--- src/rtl/blit_ring_ctrl.sv ---
module blit_ring_ctrl #(
  parameter int SLOTS   = 4,
  parameter int TIMEOUT = 100_000_000,
  parameter int AW      = 32
) (
  input  logic                     clk,
  input  logic                     rst_n,
  input  logic                     sub_valid,
  input  logic [AW-1:0]            sub_addr,
  output logic                     sub_ready,
  output logic [31:0]              sub_handle,
  input  logic                     chan_done,
  input  logic                     chan_en,
  output logic                     start,
  output logic [AW-1:0]            start_addr,
  output logic                     abort,
  output logic                     clear_done,
  output logic                     chan_off,
  output logic                     ret_valid,
  output logic [$clog2(SLOTS)-1:0] ret_slot,
  output logic                     ret_aborted,
  input  logic [31:0]              q_handle,
  output logic                     q_pending
);
  localparam int IW = $clog2(SLOTS);
  localparam int CW = $clog2(SLOTS + 1);
  localparam int TW = $clog2(TIMEOUT + 1);
  localparam logic [31:0] WINDOW = 32'h0080_0000;

  function automatic logic [IW-1:0] nxt(input logic [IW-1:0] i);
    return (i == IW'(SLOTS - 1)) ? '0 : i + 1'b1;
  endfunction

  logic [AW-1:0] chain [SLOTS];
  logic [SLOTS-1:0] abt;
  logic [IW-1:0] head, cur, svc;
  logic [CW-1:0] free, outc;
  logic act, abing;
  logic [TW-1:0] timer;
  logic [31:0] cur_h, done_h;

  logic accept, fin, expire, act_after, launch, retire;
  logic [IW-1:0] cur_after;
  logic [31:0] d_gap, c_gap;

  assign sub_ready  = free != '0;
  assign sub_handle = cur_h + 32'd1;
  assign accept     = sub_valid && sub_ready;
  assign fin        = (act && chan_done) || (abing && !chan_en);
  assign expire     = act && !fin && timer == '0;
  assign act_after  = act && !fin;
  assign cur_after  = fin ? nxt(cur) : cur;
  assign launch     = !act_after && outc != '0;
  assign retire     = svc != cur;

  assign chan_off    = !act && outc == '0;
  assign ret_valid   = retire;
  assign ret_slot    = svc;
  assign ret_aborted = abt[svc];

  assign d_gap     = done_h - q_handle;
  assign c_gap     = cur_h - q_handle;
  assign q_pending = (d_gap > WINDOW) && (c_gap <= WINDOW);

  always_ff @(posedge clk)
    if (accept) chain[head] <= sub_addr;

  always_ff @(posedge clk) begin
    if (!rst_n) begin
      abt        <= '0;
      head       <= '0;
      cur        <= '0;
      svc        <= '0;
      free       <= CW'(SLOTS);
      outc       <= '0;
      act        <= 1'b0;
      abing      <= 1'b0;
      timer      <= '0;
      cur_h      <= '0;
      done_h     <= '0;
      start      <= 1'b0;
      start_addr <= '0;
      abort      <= 1'b0;
      clear_done <= 1'b0;
    end else begin
      if (accept) begin
        head  <= nxt(head);
        cur_h <= cur_h + 32'd1;
      end
      outc <= outc + CW'(accept) - CW'(launch);
      free <= free - CW'(accept) + CW'(retire);
      if (fin) begin
        abt[cur] <= abing;
        done_h   <= done_h + 32'd1;
      end
      cur   <= cur_after;
      act   <= launch || act_after;
      abing <= !fin && (expire || abing);
      if (launch || expire) timer <= TW'(TIMEOUT - 1);
      else if (act && timer != '0) timer <= timer - 1'b1;
      if (retire) svc <= nxt(svc);
      start      <= launch;
      start_addr <= chain[cur_after];
      abort      <= expire;
      clear_done <= fin;
    end
  end
endmodule

--- config.mk ---
export PLATFORM = sky130hd
export DESIGN_NAME = blit_ring_ctrl
export DESIGN_NICKNAME = d
export VERILOG_FILES = /design/src/rtl/blit_ring_ctrl.sv
export SDC_FILE = /design/constraint.sdc
export NUM_CORES = 1
export LEC_CHECK = 0
export BUFFER_PORTS_ARGS = -buffer_cell sky130_fd_sc_hd__buf_4
export CORE_ASPECT_RATIO = 0.8
export CORE_MARGIN = 3
export CORE_UTILIZATION = 50
export DETAILED_ROUTE_END_ITERATION = 8
export PLACE_DENSITY = 0.69
export SLEW_MARGIN = 10
export SYNTH_ARGS = -nofsm -noshare
export SYNTH_HDL_FRONTEND = slang
export SYNTH_SLANG_ARGS = --single-unit
--- constraint.sdc ---
create_clock -name clk -period 4.2 [get_ports clk]
set_input_delay 0.21 -clock clk [delete_from_list [all_inputs] [get_ports clk]]
set_output_delay 0.21 -clock clk [all_outputs]
set_load 0.02 [all_outputs]
==> metrics.md, run 1 <==
| Metric | Value |
|---|---|
| Outcome | finished, final reports clean |
| Starting Density | 0.516 |
| Wire length per cell | 17.9 um |
| Prevailing post-synth register cell | dfxtp_1 |
| Critical path type | flop to output pin |
| WL final | 36300 um |
| Worst path arrival time | 3.95 ns |
| RSZ-0062 raised after global routing | true |
| Die Wd | 199 um |
| Io pins | 143 |
| Pre-Repair DR Iteration Count | 5 |
| Port-buffer cells | 142 |
| Clock Tree Root | clkbuf_16 |
| CTS clk-pin slew, worst paths | 0.06 ns |
| Crit start category | flop |
| Hold Path Sink | free[2] |
| Total number of vias | 11500 |
| Initial DRC count | 754 |
| Clk sinks | 272 |
| Tot Pwr | 7.35 mW |
| Pre-CTS setup slack | 0.464 ns |
| Crit path time final | 4.16 ns |
| Leakage | 7.15 nW |
| Routability cong. | 0.923 |
| Gr usage total | 0.222 |
| Fin crit share | 0.990 |
| CTS tree | yes |
| Fmax achieved | 0.240 GHz |
| Crit Path Max Fanout | 5 |
| Max-cap viol count | 0 |
| Peak supply drop | 0.373 mV |
| Sequential share of the synthesized area | 0.454 |
| Mapped Cells | 1460 |
| CP cell instances | ha_4 > nor2b_4 > o2111ai_4 > buf_4 > a31oi_2 > a2111oi_0 > a41o_1 > nor4_1 > nand4_1 > or4_4 > a211oi_2 > o2111a_1 > buf_6 |
| Synth top area share | 0.259 |
| Area grow syn2layout | 19.6% |
| Worst path max stage delay | 0.58 ns |
| Post-synth top area cell | edfxtp_1 |
| Num rows | 55 |
| Final HPWL DP | 25800 um |
| Core area | 28800 um2 |
| Antenna violations before repair | 1 |
| Chip height | 160 um |
| Util after Layout | 0.617 |
| First-pass GRT wire length | 58000 um |
| Final #Nets | 1782 |
| R2R cell count | 10 |
| Netlist cell types | 87 |
| WP data required | 3.99 ns |
| Clk buf depth | 3 |
| Final hold violation count | 0 |
| Fraction of layout cells with a size suffix above 1 | 0.194 |
| Congestion Overflow GR | 0 |
| HP Start | rst_n |
| Vias in the first global route | 11100 |
| Die area | 31800 um2 |
| Synth async-reset ratio | 0 |
| Post-synth EDFFs | 128 |
| Mapped Nets | 1610 |
| Slew HR | 0.479 |
| Worst-margin pin slew | 0.781 ns |
| Netlist Area Pre-Place | 14800 um2 |
| Worst Hold Depth | 2 |
| Via density | 5.68 |
| Reg2reg end | cur_h[24] |
| Worst setup margin | 0.0399 ns |
| Final setup viols | 0 |
| Area contributors post-synth | edfxtp_1, dfxtp_1, ha_1, mux4_2, xor2_1 |
| Clk_skew | 0.0222 ns |
| YS warnings | 0 |
| Seq cells post-synth | 272 |
| Worst skew pair latency | 0.54 ns |
| Final Max Slew Viols | 0 |
| R2R setup slack | 1.01 ns |
| DRC | 0 |
| H-Tree Depth | 1 |
| Syn Area/Cell | 10.2 um2 |
| Diodes inserted | 0 |
| Critical path endpoint category | output pin |
| Reg-to-Reg Start | cur_h[1] |
| CP max-delay cell | or4_4 |
| HP Class | primary input to flop |
| Power per Cell Area | 414 nW/um2 |
| Routed Antenna Nets | 0 |
| Total CTS buffers | 26 |
| Pin count of the biggest net entering global routing | 41 |
sequential cells by signal, indices dropped and copies added (netlist names), 3 cells and up:
signal,count
abt,4
timer,27
free,3
start_addr,32
outc,3
cur_h,32
done_h,32
chain,128
worst max path at each step:
stage / from / to / cells after the start
after floorplan: cur_h[0] / q_pending / 12
after CTS: cur_h[1] / q_pending / 12
after global placement: q_handle[1] / q_pending / 14
after detailed placement: q_handle[1] / q_pending / 14
final: cur_h[1] / q_pending / 13
after global routing: cur_h[1] / q_pending / 12
area by class of cell:
type	count	area [um2]
Clock inverter	14	144
Inverter	73	274
Timing Repair Buffer	196	1570
Multi-Input combinational cell	1063	7850
Fill cell	2354	11000
Clock buffer	34	701
Tap cell	370	463
Sequential cell	272	6740
what timing repair did:
action	in CTS	in global routing
gates cloned	0	0
hold buffers	32	0
gates resized for setup	6	65
setup buffers	1	5
pin swaps	3	19
setup endpoints to repair	1	2
endpoints found under the hold margin	128	0
layer usage:
layer,up-vias,GRT usage,part of all wire
met4,2,0.0386,0.016
li1,5660,-,-
met3,48,0.0468,0.069
met5,-,0,0.00019
met1,5429,0.329,0.47
met2,355,0.342,0.44
synthesized netlist by cell type (4+ instances only):
master	n
a2111oi_0	6
o21bai_1	8
dfxtp_1	144
nand2b_1	16
nor4_1	15
nor3_1	36
a31o_2	4
edfxtp_1	128
and2_1	45
nand4_1	23
nand3_1	43
xor2_1	74
ha_1	78
or4_1	4
o21a_1	9
or3_1	28
nor2_1	119
o211ai_1	10
xnor2_1	61
o221ai_1	5
a31oi_1	14
mux4_2	33
nand2_1	122
buf_4	4
a21oi_1	108
and3_1	29
o21ai_0	48
buf_2	8
a21o_1	26
inv_1	71
a211oi_1	9
mux2i_1	9
clkbuf_1	33
cells in the final DEF, fill, tap and decap left out, types with 10 or more instances in the layout:
master / synthesis / final
or3_1: 28 / 28
xor2_1: 74 / 74
a31oi_1: 14 / 12
o21ai_0: 48 / 44
clkbuf_16: 0 / 26
o211ai_1: 10 / 10
ha_2: 0 / 10
a21o_1: 26 / 26
and3_1: 29 / 29
and2_1: 45 / 45
buf_4: 4 / 162
nand3_1: 43 / 41
nor3_1: 36 / 36
nor2_1: 119 / 118
dlygate4sd3_1: 0 / 32
xnor2_1: 61 / 61
nand4_1: 23 / 23
edfxtp_1: 128 / 128
a21oi_1: 108 / 98
nor4_1: 15 / 14
inv_1: 71 / 71
mux4_2: 33 / 33
nand2b_1: 16 / 15
nand2_1: 122 / 122
dfxtp_1: 144 / 135
ha_1: 78 / 61
power breakdown:
| part | internal, mW | switching (mW) | total, mW |
|---|---|---|---|
| sequential | 3.10 | 0.191 | 3.30 |
| combinational | 0.781 | 0.956 | 1.74 |
| clock | 1.31 | 1.00 | 2.32 |
kinds of logic (layout without fill, tap and decap cells):
group | count (synthesis) | in the layout | synth area share
flip-flops | 272 | 272 | 0.454
multiplexers | 43 | 43 | 0.0572
buffers and inverters | 125 | 317 | 0.0375
AO/OA/AOI/OAI | 287 | 287 | 0.123
adder cells (fa/ha/maj) | 81 | 81 | 0.0699
XOR/XNOR | 135 | 135 | 0.0797
AND/OR/NAND/NOR | 517 | 517 | 0.179
metrics by stage:
step           TNS [ns]  hold slack [ns]  area, um2  cells
2_1_floorplan         0            0.309      14800   1460
3_3_place_gp          0            0.412      16200   1936
3_5_place_dp          0            0.413      16200   1936
4_1_cts               0           0.0673      17400   2017
5_1_grt         -0.0256           0.0847      17700   2022
6_report              0           0.0741      17700   2022
worst max-delay path: cells and delay by family, from the launching register on:
family	cells	cell delay, ns
flip-flops	1	0.37
AND/OR/NAND/NOR	4	1.24
buffers and inverters	2	0.32
adder cells (fa/ha/maj)	1	0.26
AO/OA/AOI/OAI	6	1.23
Note: power is estimated with default switching activity, not from simulation.
==> inputs of run 2 (changes only) <==
Settings changed: PLACE_DENSITY 0.69 to default, PLACE_DENSITY_LB_ADDON from default to 0.25.
==> metrics.md, run 2 (same netlist as run 1, synthesis figures left out) <==
| Metric | Value |
|---|---|
| Clock power frac | 0.329 |
| Pin count of the biggest net entering global routing | 59 |
| Busiest grt layer | met2 |
| Finished Layout Cells | 2022 |
| Pre-Repair DR Iteration Count | 5 |
| Clock Tree Root | clkbuf_16 |
| Routing usage on met3 | 0.0430 |
| Switching pwr | 2.16 mW |
| Max reg flops | 128 |
| H-Tree Depth | 1 |
| Placed inst area | 16200 um2 |
| Wire length per cell | 18.5 um |
| Area grow syn2layout | 19.7% |
| Reg-to-Reg Start | act |
| RSZ-0062 raised after global routing | true |
| Die Wd | 199 um |
| Fmax achieved | 0.241 GHz |
| Final Max Slew Viols | 0 |
| Critical path endpoint category | output pin |
| Logic gate share of total power | 0.235 |
| Power per Cell Area | 425 nW/um2 |
| Peak supply drop | 0.436 mV |
| Total CTS buffers | 26 |
| Placed instance count | 1936 |
| Fraction of layout cells with a size suffix above 1 | 0.191 |
| CP cell instances | ha_2 > or3_1 > a2111oi_2 > a31oi_1 > nor4_1 > nand4_1 > or4_4 > a211oi_2 > o2111a_1 > buf_6 |
| Finished Cell Area | 17800 um2 |
| Die area | 31800 um2 |
| Slew HR | 0.300 |
| Worst-margin pin slew | 1.05 ns |
| Final setup viols | 0 |
| DRC | 0 |
| Gr usage total | 0.231 |
| Largest register by flop count | chain |
| Internal | 5.38 mW |
| Crit path launch | cur_h[2] |
| Bufs and invs on worst path | 1 |
| Chip height | 160 um |
| Routed Antenna Nets | 0 |
| Crit path time final | 4.16 ns |
| Total number of vias | 11500 |
| Crit start category | flop |
| Most frequent cells in the layout | buf_4, dfxtp_1, edfxtp_1 |
| CTS clk-pin slew, worst paths | 0.06 ns |
| Num rows | 55 |
| WL final | 37500 um |
| Final hold violation count | 0 |
| CP top delay family | simple AND/OR/NAND/NOR gates |
| Final HPWL DP | 26300 um |
| HP Start | rst_n |
| Sequential share of power | 0.436 |
| Leakage | 7.16 nW |
| Congestion Overflow GR | 0 |
| Switching Fraction | 0.287 |
| Outcome | finished, final reports clean |
| Routability cong. | 0.946 |
| Met1 Use GR | 0.343 |
| First-pass GRT wire length | 59600 um |
| Crit Path Max Fanout | 6 |
| Commonest non-fill, non-tap cell in the layout | buf_4 |
| Starting Density | 0.516 |
| Fin crit share | 0.989 |
| Via density | 5.71 |
| Clk_skew | 0.0170 ns |
| Met2 Resource Use GR | 0.359 |
| CP max-delay cell | or4_4 |
| HP Class | primary input to flop |
| Worst skew pair latency | 0.54 ns |
| Vias in the first global route | 11100 |
| Port-buffer cells | 142 |
| R2R setup slack | 0.89 ns |
| Clk buf depth | 3 |
| CTS tree | yes |
| Core area | 28800 um2 |
| Max-cap viol count | 0 |
| Clk sinks | 272 |
| Initial DRC count | 892 |
| Final #Nets | 1782 |
| Critical path type | flop to output pin |
| WP data required | 3.99 ns |
| Worst path arrival time | 3.95 ns |
| Tot Pwr | 7.54 mW |
| Worst path max stage delay | 0.58 ns |
| Antenna violations before repair | 2 |
| Io pins | 143 |
## run 2: cell types whose count changed in the layout (fill, tap and decap cells not counted), sizes merged
cell,before,now
clkinv,10,7
clkinvlp,1,0
bufinv,2,5
clkbuf,34,35
inv,74,73
diode,0,1
## run 2: cell type report
class                   instances  area, um2
clock buffers                  35        698
well taps                     370        463
inverters                      73        274
fillers                      2365      11000
flip-flops and latches        272       6740
repair buffers                196       1570
clock inverters                12        204
multi-input cells            1063       7800
diodes                          1       2.50
## run 2: worst paths after layout
kind                              endpoint  cells past startpoint
worst max-delay path             q_pending                     10
worst min-delay path               free[2]                      2
worst max register to register  done_h[29]                     10
worst min register to register      abt[1]                      2
## run 2: through the flow
stage / utilization / TNS, ns / setup slack [ns] / hold slack (ns)
after floorplan: - / 0 / 0.843 / 0.309
after global placement: 0.564 / 0 / 0.495 / 0.412
after CTS: 0.609 / 0 / 0.00218 / 0.0742
after global routing: 0.617 / -0.0961 / -0.0961 / 0.103
final: 0.617 / 0 / 0.0446 / 0.0811
after detailed placement: 0.564 / 0 / 0.410 / 0.414
## run 2: power by group through the flow
stage	clock network, mW	logic [mW]	registers [mW]
after global routing	2.63	1.95	3.33
after CTS	2.52	1.75	3.29
after global placement	0	1.66	3.33
final	2.48	1.77	3.29
after detailed placement	0	1.70	3.34
after floorplan	0	1.09	3.39
## run 2: routing by layer
layer	vias up	part of all wire
met3	45	0.060
met1	5528	0.47
met5	-	0.00035
met2	310	0.45
li1	5659	-
met4	2	0.016
## run 2: timing repair
action	CTS	global route
buffers inserted	3	3
hold buffers	32	0
pin swaps	4	19
resized for setup	11	53
endpoints found under the hold margin	128	0
cloned	0	0
endpoints found under the setup margin	1	1
